$ cat src/rtl/fgr_pkg.sv
// Shared definitions for the FPU gating register block.
// Assumes a 32-bit register view. The masked field positions are
// architectural and fixed, so they are not parameters.
package fgr_pkg;
    localparam int unsigned REG_W = 32;

    typedef enum logic [1:0] {
        SEL_ACC  = 2'd0,
        SEL_HYP  = 2'd1,
        SEL_GATE = 2'd2,
        SEL_NONE = 2'd3
    } reg_sel_e;

    localparam int unsigned GATE_BIT = 10;
    localparam logic [REG_W-1:0] ACC_FP_MASK = 32'h00F0_0000;
    localparam logic [REG_W-1:0] HYP_FP_MASK = 32'h0000_0C00;
    localparam logic [1:0] LVL_NONE = 2'd0;
    localparam logic [1:0] LVL_ONE  = 2'd1;
    localparam logic [1:0] LVL_TWO  = 2'd2;
    localparam logic [1:0] LVL_MON  = 2'd3;
endpackage

$ cat src/rtl/fgr_gate_cond.sv
// Decides whether the access is non-secure and whether the gate can apply.
// Assumes that level 3 is always secure and that the straps are static.
module fgr_gate_cond
    import fgr_pkg::*;
(
    input  logic       mon_present,
    input  logic       mon_is_64,
    input  logic       sec_ns,
    input  logic [1:0] cur_lvl,
    input  logic       gate_bit,
    output logic       ns_access,
    output logic       regs_locked,
    output logic       fp_block
);
    logic gate_env;

    // Combine the straps, the security state and the gate bit into lock flags.
    always_comb begin
        ns_access   = sec_ns && (cur_lvl != LVL_MON);
        gate_env    = mon_present && !mon_is_64;
        regs_locked = gate_env && ns_access && !gate_bit;
        fp_block    = gate_env && sec_ns && (cur_lvl <= LVL_TWO) && !gate_bit;
    end
endmodule

$ cat src/rtl/fgr_field_reg.sv
// One control register with a field that the lock protects.
// When the lock is active, writes keep the old field value. Reads show
// either zeros or ones in the field, as FORCE_ONES selects.
// Assumes that `locked` is valid in the same cycle as `we`.
module fgr_field_reg #(
    parameter int unsigned    W          = 32,
    parameter logic [W-1:0]   FIELD_MASK = '0,
    parameter bit             FORCE_ONES = 1'b0
) (
    input  logic         clk,
    input  logic         rst_n,
    input  logic         we,
    input  logic         locked,
    input  logic [W-1:0] wd,
    output logic [W-1:0] view,
    output logic [W-1:0] raw
);
    logic [W-1:0] q;
    logic [W-1:0] next_val;
    logic [W-1:0] kept;

    // Merge the write data with the protected field while locked.
    always_comb begin
        kept     = (wd & ~FIELD_MASK) | (q & FIELD_MASK);
        next_val = locked ? kept : wd;
    end

    // Storage with synchronous active-low reset to zero.
    always_ff @(posedge clk) begin
        if (!rst_n)  q <= '0;
        else if (we) q <= next_val;
    end

    // Presented value: apply the forced field pattern while locked.
    generate
        if (FORCE_ONES) begin : g_force_one
            always_comb view = locked ? (q | FIELD_MASK) : q;
        end else begin : g_force_zero
            always_comb view = locked ? (q & ~FIELD_MASK) : q;
        end
    endgenerate

    assign raw = q;

    // a locked write leaves the protected field unchanged.
    p_field_hold_r4: assert property (@(posedge clk) disable iff (!rst_n)
        (we && locked) |=> ((q & FIELD_MASK) == ($past(q) & FIELD_MASK)));

    // an unlocked write lands in full on the next edge.
    p_write_lands_r12: assert property (@(posedge clk) disable iff (!rst_n)
        (we && !locked) |=> (q == $past(wd)));

    // The unprotected bits always take the written data.
    p_free_bits_r6: assert property (@(posedge clk) disable iff (!rst_n)
        we |=> ((q & ~FIELD_MASK) == ($past(wd) & ~FIELD_MASK)));

    // Without a write the register holds its value.
    p_idle_hold_r12: assert property (@(posedge clk) disable iff (!rst_n)
        !we |=> $stable(q));
endmodule

$ cat src/rtl/fgr_trap_sel.sv
// Resolves the floating-point trap target. The lock trap wins over the
// merged target from the other checks. Assumes cur_lvl <= 2 when fp_block.
module fgr_trap_sel
    import fgr_pkg::*;
(
    input  logic       clk,
    input  logic       rst_n,
    input  logic       fp_block,
    input  logic [1:0] cur_lvl,
    input  logic [1:0] base_trap_lvl,
    output logic [1:0] trap_lvl
);
    // Choose the lock target by the current level, or pass the merge input on.
    always_comb begin
        if (fp_block) trap_lvl = (cur_lvl == LVL_TWO) ? LVL_TWO : LVL_ONE;
        else          trap_lvl = base_trap_lvl;
    end

    // a lock trap never reports "no trap" and never targets the monitor.
    p_block_range_r8: assert property (@(posedge clk) disable iff (!rst_n)
        fp_block |-> (trap_lvl == LVL_ONE || trap_lvl == LVL_TWO));

    // without a lock trap the merge input passes through.
    p_pass_base_r9: assert property (@(posedge clk) disable iff (!rst_n)
        !fp_block |-> (trap_lvl == base_trap_lvl));
endmodule

$ cat src/rtl/fpu_gate_regs.sv
// Top level: the three control registers, the read mux and the FP trap target.
// Assumes that the straps are static during operation and that the write
// security state is presented in the same cycle as wr_en.
module fpu_gate_regs
    import fgr_pkg::*;
#(
    parameter int unsigned DATA_W = REG_W
) (
    input  logic              clk,
    input  logic              rst_n,
    input  logic              wr_en,
    input  logic [1:0]        wr_sel,
    input  logic [DATA_W-1:0] wr_data,
    input  logic [1:0]        rd_sel,
    output logic [DATA_W-1:0] rd_data,
    input  logic [1:0]        cur_lvl,
    input  logic              sec_ns,
    input  logic              mon_present,
    input  logic              mon_is_64,
    input  logic [1:0]        base_trap_lvl,
    output logic [1:0]        trap_lvl
);
    localparam logic [DATA_W-1:0] ACC_MASK = DATA_W'(ACC_FP_MASK);
    localparam logic [DATA_W-1:0] HYP_MASK = DATA_W'(HYP_FP_MASK);

    logic              ns_access;
    logic              regs_locked;
    logic              fp_block;
    logic [DATA_W-1:0] acc_view, acc_raw;
    logic [DATA_W-1:0] hyp_view, hyp_raw;
    logic [DATA_W-1:0] gate_view, gate_raw;
    logic              we_acc, we_hyp, we_gate;

    // Decode the write select into one strobe per register.
    always_comb begin
        we_acc  = wr_en && (reg_sel_e'(wr_sel) == SEL_ACC);
        we_hyp  = wr_en && (reg_sel_e'(wr_sel) == SEL_HYP);
        we_gate = wr_en && (reg_sel_e'(wr_sel) == SEL_GATE);
    end

    fgr_gate_cond u_cond (
        .mon_present (mon_present),
        .mon_is_64   (mon_is_64),
        .sec_ns      (sec_ns),
        .cur_lvl     (cur_lvl),
        .gate_bit    (gate_raw[GATE_BIT]),
        .ns_access   (ns_access),
        .regs_locked (regs_locked),
        .fp_block    (fp_block)
    );

    fgr_field_reg #(.W(DATA_W), .FIELD_MASK(ACC_MASK), .FORCE_ONES(1'b0)) u_acc (
        .clk (clk), .rst_n (rst_n), .we (we_acc), .locked (regs_locked),
        .wd (wr_data), .view (acc_view), .raw (acc_raw)
    );

    fgr_field_reg #(.W(DATA_W), .FIELD_MASK(HYP_MASK), .FORCE_ONES(1'b1)) u_hyp (
        .clk (clk), .rst_n (rst_n), .we (we_hyp), .locked (regs_locked),
        .wd (wr_data), .view (hyp_view), .raw (hyp_raw)
    );

    fgr_field_reg #(.W(DATA_W), .FIELD_MASK('0), .FORCE_ONES(1'b0)) u_gate (
        .clk (clk), .rst_n (rst_n), .we (we_gate), .locked (regs_locked),
        .wd (wr_data), .view (gate_view), .raw (gate_raw)
    );

    fgr_trap_sel u_trap (
        .clk           (clk),
        .rst_n         (rst_n),
        .fp_block      (fp_block),
        .cur_lvl       (cur_lvl),
        .base_trap_lvl (base_trap_lvl),
        .trap_lvl      (trap_lvl)
    );

    // Combinational read mux; select 3 reads as zero.
    always_comb begin
        case (reg_sel_e'(rd_sel))
            SEL_ACC:  rd_data = acc_view;
            SEL_HYP:  rd_data = hyp_view;
            SEL_GATE: rd_data = gate_view;
            default:  rd_data = '0;
        endcase
    end

    // with the monitor absent or 64-bit, the trap output is the merge input.
    p_strap_off_r1: assert property (@(posedge clk) disable iff (!rst_n)
        (!mon_present || mon_is_64) |-> (trap_lvl == base_trap_lvl));

    // a secure read of the access register returns the stored bits.
    p_secure_full_r10: assert property (@(posedge clk) disable iff (!rst_n)
        (!ns_access && rd_sel == 2'd0) |-> (rd_data == acc_raw));

    // a locked read of the access register shows its FP field as zero.
    p_acc_zero_r3: assert property (@(posedge clk) disable iff (!rst_n)
        (regs_locked && rd_sel == 2'd0) |-> ((rd_data & ACC_MASK) == '0));

    // a locked read of the hyp trap register shows its FP field as ones.
    p_hyp_ones_r5: assert property (@(posedge clk) disable iff (!rst_n)
        (regs_locked && rd_sel == 2'd1) |-> ((rd_data & HYP_MASK) == HYP_MASK));

    // at the monitor level, the lock never raises a trap.
    p_mon_pass_r8: assert property (@(posedge clk) disable iff (!rst_n)
        (cur_lvl == 2'd3) |-> (trap_lvl == base_trap_lvl));

    // select 3 reads as zero.
    p_none_zero_r7: assert property (@(posedge clk) disable iff (!rst_n)
        (rd_sel == 2'd3) |-> (rd_data == '0));

    // the raw hyp register value is visible whenever no lock applies.
    p_hyp_visible_r11: assert property (@(posedge clk) disable iff (!rst_n)
        (!regs_locked && rd_sel == 2'd1) |-> (rd_data == hyp_raw));
endmodule

$ cat config.mk
export PLATFORM = sky130hd
export DESIGN_NAME = fpu_gate_regs
export DESIGN_NICKNAME = d
export VERILOG_FILES = /design/src/rtl/fgr_pkg.sv /design/src/rtl/fgr_gate_cond.sv /design/src/rtl/fgr_field_reg.sv /design/src/rtl/fgr_trap_sel.sv /design/src/rtl/fpu_gate_regs.sv
export SDC_FILE = /design/constraint.sdc
export NUM_CORES = 1
export LEC_CHECK = 0
export BUFFER_PORTS_ARGS = -buffer_cell sky130_fd_sc_hd__buf_4
export CAP_MARGIN = 30
export CORE_MARGIN = 3
export CORE_UTILIZATION = 55
export CTS_CLUSTER_SIZE = 24
export DETAILED_ROUTE_END_ITERATION = 12
export PLACE_DENSITY = 0.79
export SYNTH_ARGS = -nofsm -noshare
export SYNTH_HDL_FRONTEND = slang
export SYNTH_SLANG_ARGS = --single-unit
$ cat constraint.sdc
create_clock -name clk -period 1.3 [get_ports clk]
set_input_delay 0 -clock clk [delete_from_list [all_inputs] [get_ports clk]]
set_output_delay 0 -clock clk [all_outputs]
set_load 0.02 [all_outputs]
Word level (Yosys, flattened, before mapping)
Cells that the tools add are included.
Storage, ports and cells
  bits of input ports: 46
  flip-flop bits (word level): 96
Cells by class
  reduce and logical (&&, ||, !) cells: 14
  order comparisons: 1
  muxes and demuxes: 7
  bitwise logic cells: 2
  equal/unequal tests: 6
Operators by type and width (number)
  32-bit one-hot mux with 3 select lines: 1
  32-bit two-way mux: 2
  32-bit by 12-bit bitwise OR with 32-bit output: 1
  32-bit by 24-bit bitwise OR with 32-bit output: 1
  24-bit two-way mux: 1
  12-bit two-way mux: 1
  1-bit logical AND: 10
  2-bit == test, second input constant: 3
  2-bit by 1-bit == test with 1-bit output, second input constant: 2
  2-bit logical NOT: 2
  2-bit two-way mux: 2
  2-bit less-or-equal comparator, second input constant: 1
  1-bit logical NOT: 2
  2-bit inequality test, second input constant: 1

Depth between registers and ports, before layout
  depth after elaboration: 6
  gate-level depth with buffers: 5

By module
A second synthesis with hierarchy kept.
Unflattened totals
  cells, all modules: 502
  area total of the unflattened synthesis: 5325.1 µm²
Modules (own cells, without submodules)
  fgr_field_reg at u_hyp: cells each 138, instances 1, area each 1492.7 µm²
  fgr_field_reg at u_acc: cells each 141, instances 1, area each 1485.2 µm²
  fgr_field_reg at u_gate: cells each 135, instances 1, area each 1483.9 µm²
  fpu_gate_regs: cells each 80, instances 1, area each 812.0 µm²
  fgr_gate_cond: cells each 4, instances 1, area each 27.5 µm²
  fgr_trap_sel: cells each 4, instances 1, area each 23.8 µm²

Least setup slack after synthesis
OpenSTA, ideal clock, no wires.
  path type: reg2out
  start: register u_gate.q[10], in the netlist u_gate.raw[10]
  end: output rd_data[20]
  cell stages (with the launch flop): 5
  slack: -0.228 ns
  path buffers: 1
  data required time: 1.300 ns
  data arrival time: 1.528 ns
  cell sequence: dfxtp_1 and4bb_4 and2_0 clkbuf_1 o41ai_1
On the way
  longest elaborated chain between the ends: 4
RTL lines
  start: declaration: RTL line fgr_field_reg.sv:18  | logic [W-1:0] q;
  start signal: assignment: RTL line fgr_field_reg.sv:31  | else if (we) q <= next_val;
  1-bit logical NOT: RTL line fgr_gate_cond.sv:21  | regs_locked = gate_env && ns_access && !gate_bit;
  1-bit logical AND: RTL line fgr_gate_cond.sv:21
  24-bit two-way mux: RTL line fgr_field_reg.sv:39  | always_comb view = locked ? (q & ~FIELD_MASK) : q;
  32-bit one-hot mux with 3 select lines: RTL line fpu_gate_regs.sv:78  | case (reg_sel_e'(rd_sel))
  end: declaration: RTL line fpu_gate_regs.sv:15  | output logic [DATA_W-1:0] rd_data,
No other way between the ends.

Worst setup path in the final report
  start: register u_gate.q[10], in the netlist u_gate.raw[10]
  end: output rd_data[10]
On the way
  longest elaborated chain between the ends: 4
RTL lines
  1-bit logical NOT: RTL line fgr_gate_cond.sv:21
  1-bit logical AND: RTL line fgr_gate_cond.sv:21
  12-bit two-way mux: RTL line fgr_field_reg.sv:37  | always_comb view = locked ? (q | FIELD_MASK) : q;
  32-bit one-hot mux with 3 select lines *: RTL line fpu_gate_regs.sv:78
Every way passes the cells marked *; elsewhere a longest branch is shown, timed or not.

==> impl_metrics.py <==
metrics = {
    "run_status": {
        "status": "finished with violations",
        "violations": "negative setup slack",
    },
    "routing": {
        "vias": 3999,
        "drc_errors": 0,
        "wl_per_cell_um": 15.1,
        "drt_wl_total_mm": 11.3,
        "viasPerCell": 5.35,
        "first_iter_violations": 207,
        "drt-pass1-iter-count": 4,
        "drt.antenna.violating_nets": 0,
    },
    "placement": {
        "io_buffers": 79,
        "gp_congestion": 0.763,
        "dp_slack_ns": 0.0755,
        "dpl.cell_count": 698,
        "hpwl_mm": 7.08,
    },
    "hold_path": {
        "hp-start": "rst_n",
        "hold_class": "in2reg",
        "hold_end": "u_hyp.raw[24]$_SDFFE_PN0P_",
        "hold-path-cell-count": 2,
    },
    "worst_setup_path": {
        "crit_required_ns": 1.30,
        "slowest_stage": "dfxtp_2",
        "crit_chain": "and4bb_4 -> buf_6 -> a21oi_1 -> o22ai_1 -> buf_4",
        "timing.rr.start": "u_gate.raw[10]$_SDFFE_PN0P_",
        "end_kind": "output pin",
        "critPathKind": "reg2out",
        "setup.worst_path.start_class": "flip-flop",
        "critPathMaxFanout": 5,
        "worstPathArrival_ns": 1.50,
        "r2r_cells": 5,
        "crit_buf_inv": 2,
        "r2r_end": "u_acc.raw[20]$_SDFFE_PN0P_",
        "cp_top_family": "flip-flops",
        "rrSetupSlack_ns": 0.04,
        "critPathMaxStageDelay_ns": 0.32,
    },
    "flow_run": {
        "maxCapViolCount": 0,
    },
    "power_and_ir_drop": {
        "p_leak_uw": 0.00230,
        "power_uw": 6190,
        "switching_share_pct": 24.8,
        "ir_drop_mv": 0.665,
        "power.density_nw_per_um2": 1070,
        "pwr-share-comb_pct": 13.8,
        "p_sw_uw": 1530,
        "p_int_uw": 4650,
        "power_frac_seq_pct": 49.8,
        "clkPwrFrac_pct": 36.3,
    },
    "clock_network": {
        "clk_latency_ns": 0.36,
        "numClockSinks": 96,
        "clkTransAtPathRegs_ns": 0.09,
        "cts_buffers": 9,
        "cts_root_buffer": "clkbuf_8",
        "clockBufferDepth": 2,
        "tritoncts": "yes",
        "cts-htree-levels": 3,
    },
    "grt": {
        "grt_pass1_vias": 3945,
        "antenna_found_initial": 0,
        "grt_usage_pct": 25.7,
        "grt_first_pass_wirelength_mm": 18.3,
        "grt_start_max_net_pins": 42,
        "overflow": 0,
    },
    "synth": {
        "synth.area.top_cells": "dfxtp_1 44%, nand2_1 19%, a21boi_0 11%",
        "synth_fp_nets": 588,
        "ys.flop_type": "dfxtp_1",
        "synth_cells": 542,
        "avgSynthCellArea_um2": 8.08,
        "synth_cell_type_count": 24,
        "async_flop_share_pct": 0,
        "ys_warn_count": 0,
        "yosys.area.top_type_share_pct": 43.9,
        "synth_top_cells_by_count": "219 x nand2_1, 96 x dfxtp_1, 65 x a21boi_0",
        "synth_top_cell_by_area": "dfxtp_1",
        "synth-seq-area-share_pct": 43.9,
        "yosysMostFrequentCell": "nand2_1",
        "synth_edf_count": 0,
        "synth-seq-cells": 96,
        "netlist_area_um2": 4380,
    },
    "timing": {
        "fin_setup_tns_ns": -1.19,
        "fin_crit_sh_pct": 115,
        "finalSetupViolations": 8,
        "fin_skew_ns": 0.00611,
        "worstMarginPinSlew_ns": 0.377,
        "final_period_minus_worst_setup_slack_ns": 1.50,
        "slew_headroom_pct": 74.8,
        "hold_viol": 0,
        "slew_violations": 0,
        "setup_ws_ns": -0.197,
        "fmax_ghz": 0.668,
        "grt_setup_unrepaired": "true",
    },
    "final_layout": {
        "area_growth_pct": 31.9,
        "stdcell_count": 748,
        "nets": 690,
        "nFillCells": 535,
        "diodes": 0,
        "drive_above_1_share_pct": 19.9,
    },
    "floorplan": {
        "dieArea_um2": 9070,
        "die_y_um": 95.2,
        "coreArea_um2": 7490,
        "initial_core_util_pct": 58.5,
        "core.rowCount": 31,
        "die_w_um": 95.2,
        "io_pins": 80,
    },
}
==> timing repair <==
item | CTS | global route
pin swaps | 1 | 4
gates resized for setup | 12 | 9
hold endpoints to repair | 96 | 0
hold buffers | 32 | 0
endpoints found under the setup margin | 8 | 12
buffers inserted | 2 | 0
==> worst register-to-register path, cell delays in order (launching register included) <==
cell,delay [ns]
dfxtp_2,0.33
and4bb_4,0.19
buf_6,0.13
buf_6,0.11
a21oi_4,0.22
mux2i_1,0.22
==> cell families after synthesis <==
kind of cell,Yosys count,share of synthesized area [%]
buffers and inverters,46,5.40
and+or+nand+nor,234,22.0
AOI/OAI and AO/OA,132,20.9
DFF,96,43.9
muxes,34,7.77
==> state kept, by name, indices dropped and copies added (netlist names) <==
| register | flops |
|---|---|
| u_acc.raw | 32 |
| u_gate.raw | 32 |
| u_hyp.raw | 32 |
==> per-stage QoR <==
stage,cell area (um2),utilization [%],hold slack [ns]
CTS,5730,76.5,0.0759
global route,5780,77.2,0.0914
global placement,5110,68.3,0.265
floorplan,4380,-,0.135
detailed placement,5110,68.3,0.270
finish,5780,77.2,0.0817
==> area by class of cell <==
| cell class | count | area, um2 | share of cell area [%] |
|---|---|---|---|
| Clock buffer | 11 | 151 | 2.62 |
| Clock inverter | 5 | 86.3 | 1.49 |
| Inverter | 5 | 18.8 | 0.325 |
| Multi-Input combinational cell | 400 | 2300 | 39.8 |
| Sequential cell | 96 | 1920 | 33.3 |
| Tap cell | 99 | 124 | 2.14 |
| Timing Repair Buffer | 132 | 1170 | 20.3 |
==> how the worst max path moves through the flow <==
stage | start | to | slack, ns | cells past startpoint
6_report | u_gate.raw[10]$_SDFFE_PN0P_ | rd_data[10] | -0.20 | 5
5_1_grt | u_gate.raw[10]$_SDFFE_PN0P_ | rd_data[10] | -0.26 | 5
4_1_cts | u_gate.raw[10]$_SDFFE_PN0P_ | rd_data[10] | -0.15 | 5
3_5_place_dp | u_gate.raw[10]$_SDFFE_PN0P_ | rd_data[23] | 0.08 | 4
3_3_place_gp | u_gate.raw[10]$_SDFFE_PN0P_ | rd_data[23] | 0.06 | 4
2_1_floorplan | u_gate.raw[10]$_SDFFE_PN0P_ | rd_data[20] | -0.23 | 4
==> placed cells by master, fill, tap and decap left out, types with 6 or more instances in the layout <==
master / n
nand2_1: 219
buf_12: 7
a21boi_1: 25
clkbuf_8: 11
a21oi_1: 6
o21ai_0: 23
dlygate4sd3_1: 32
buf_4: 89
and3b_1: 6
dfxtp_1: 95
mux2i_1: 34
a21boi_0: 65
==> power by group through the flow <==
stage	sequential (uW)	clock (uW)	combinational [uW]
after detailed placement	3150	0	741
after global placement	3150	0	727
after CTS	3080	2280	835
after global routing	3100	2390	924
after floorplan	3140	0	414
final	3080	2250	855
==> routing by layer <==
layer / routed length, um / vias to the layer above / GRT usage [%]
li1: - / 1989 / -
met1: 4770 / 1862 / 32.5
met2: 5570 / 133 / 45.4
met3: 839 / 15 / 4.10
met4: 129 / 0 / 6.97
met5: 0 / - / 0
Power figures use the tool's default switching activity.
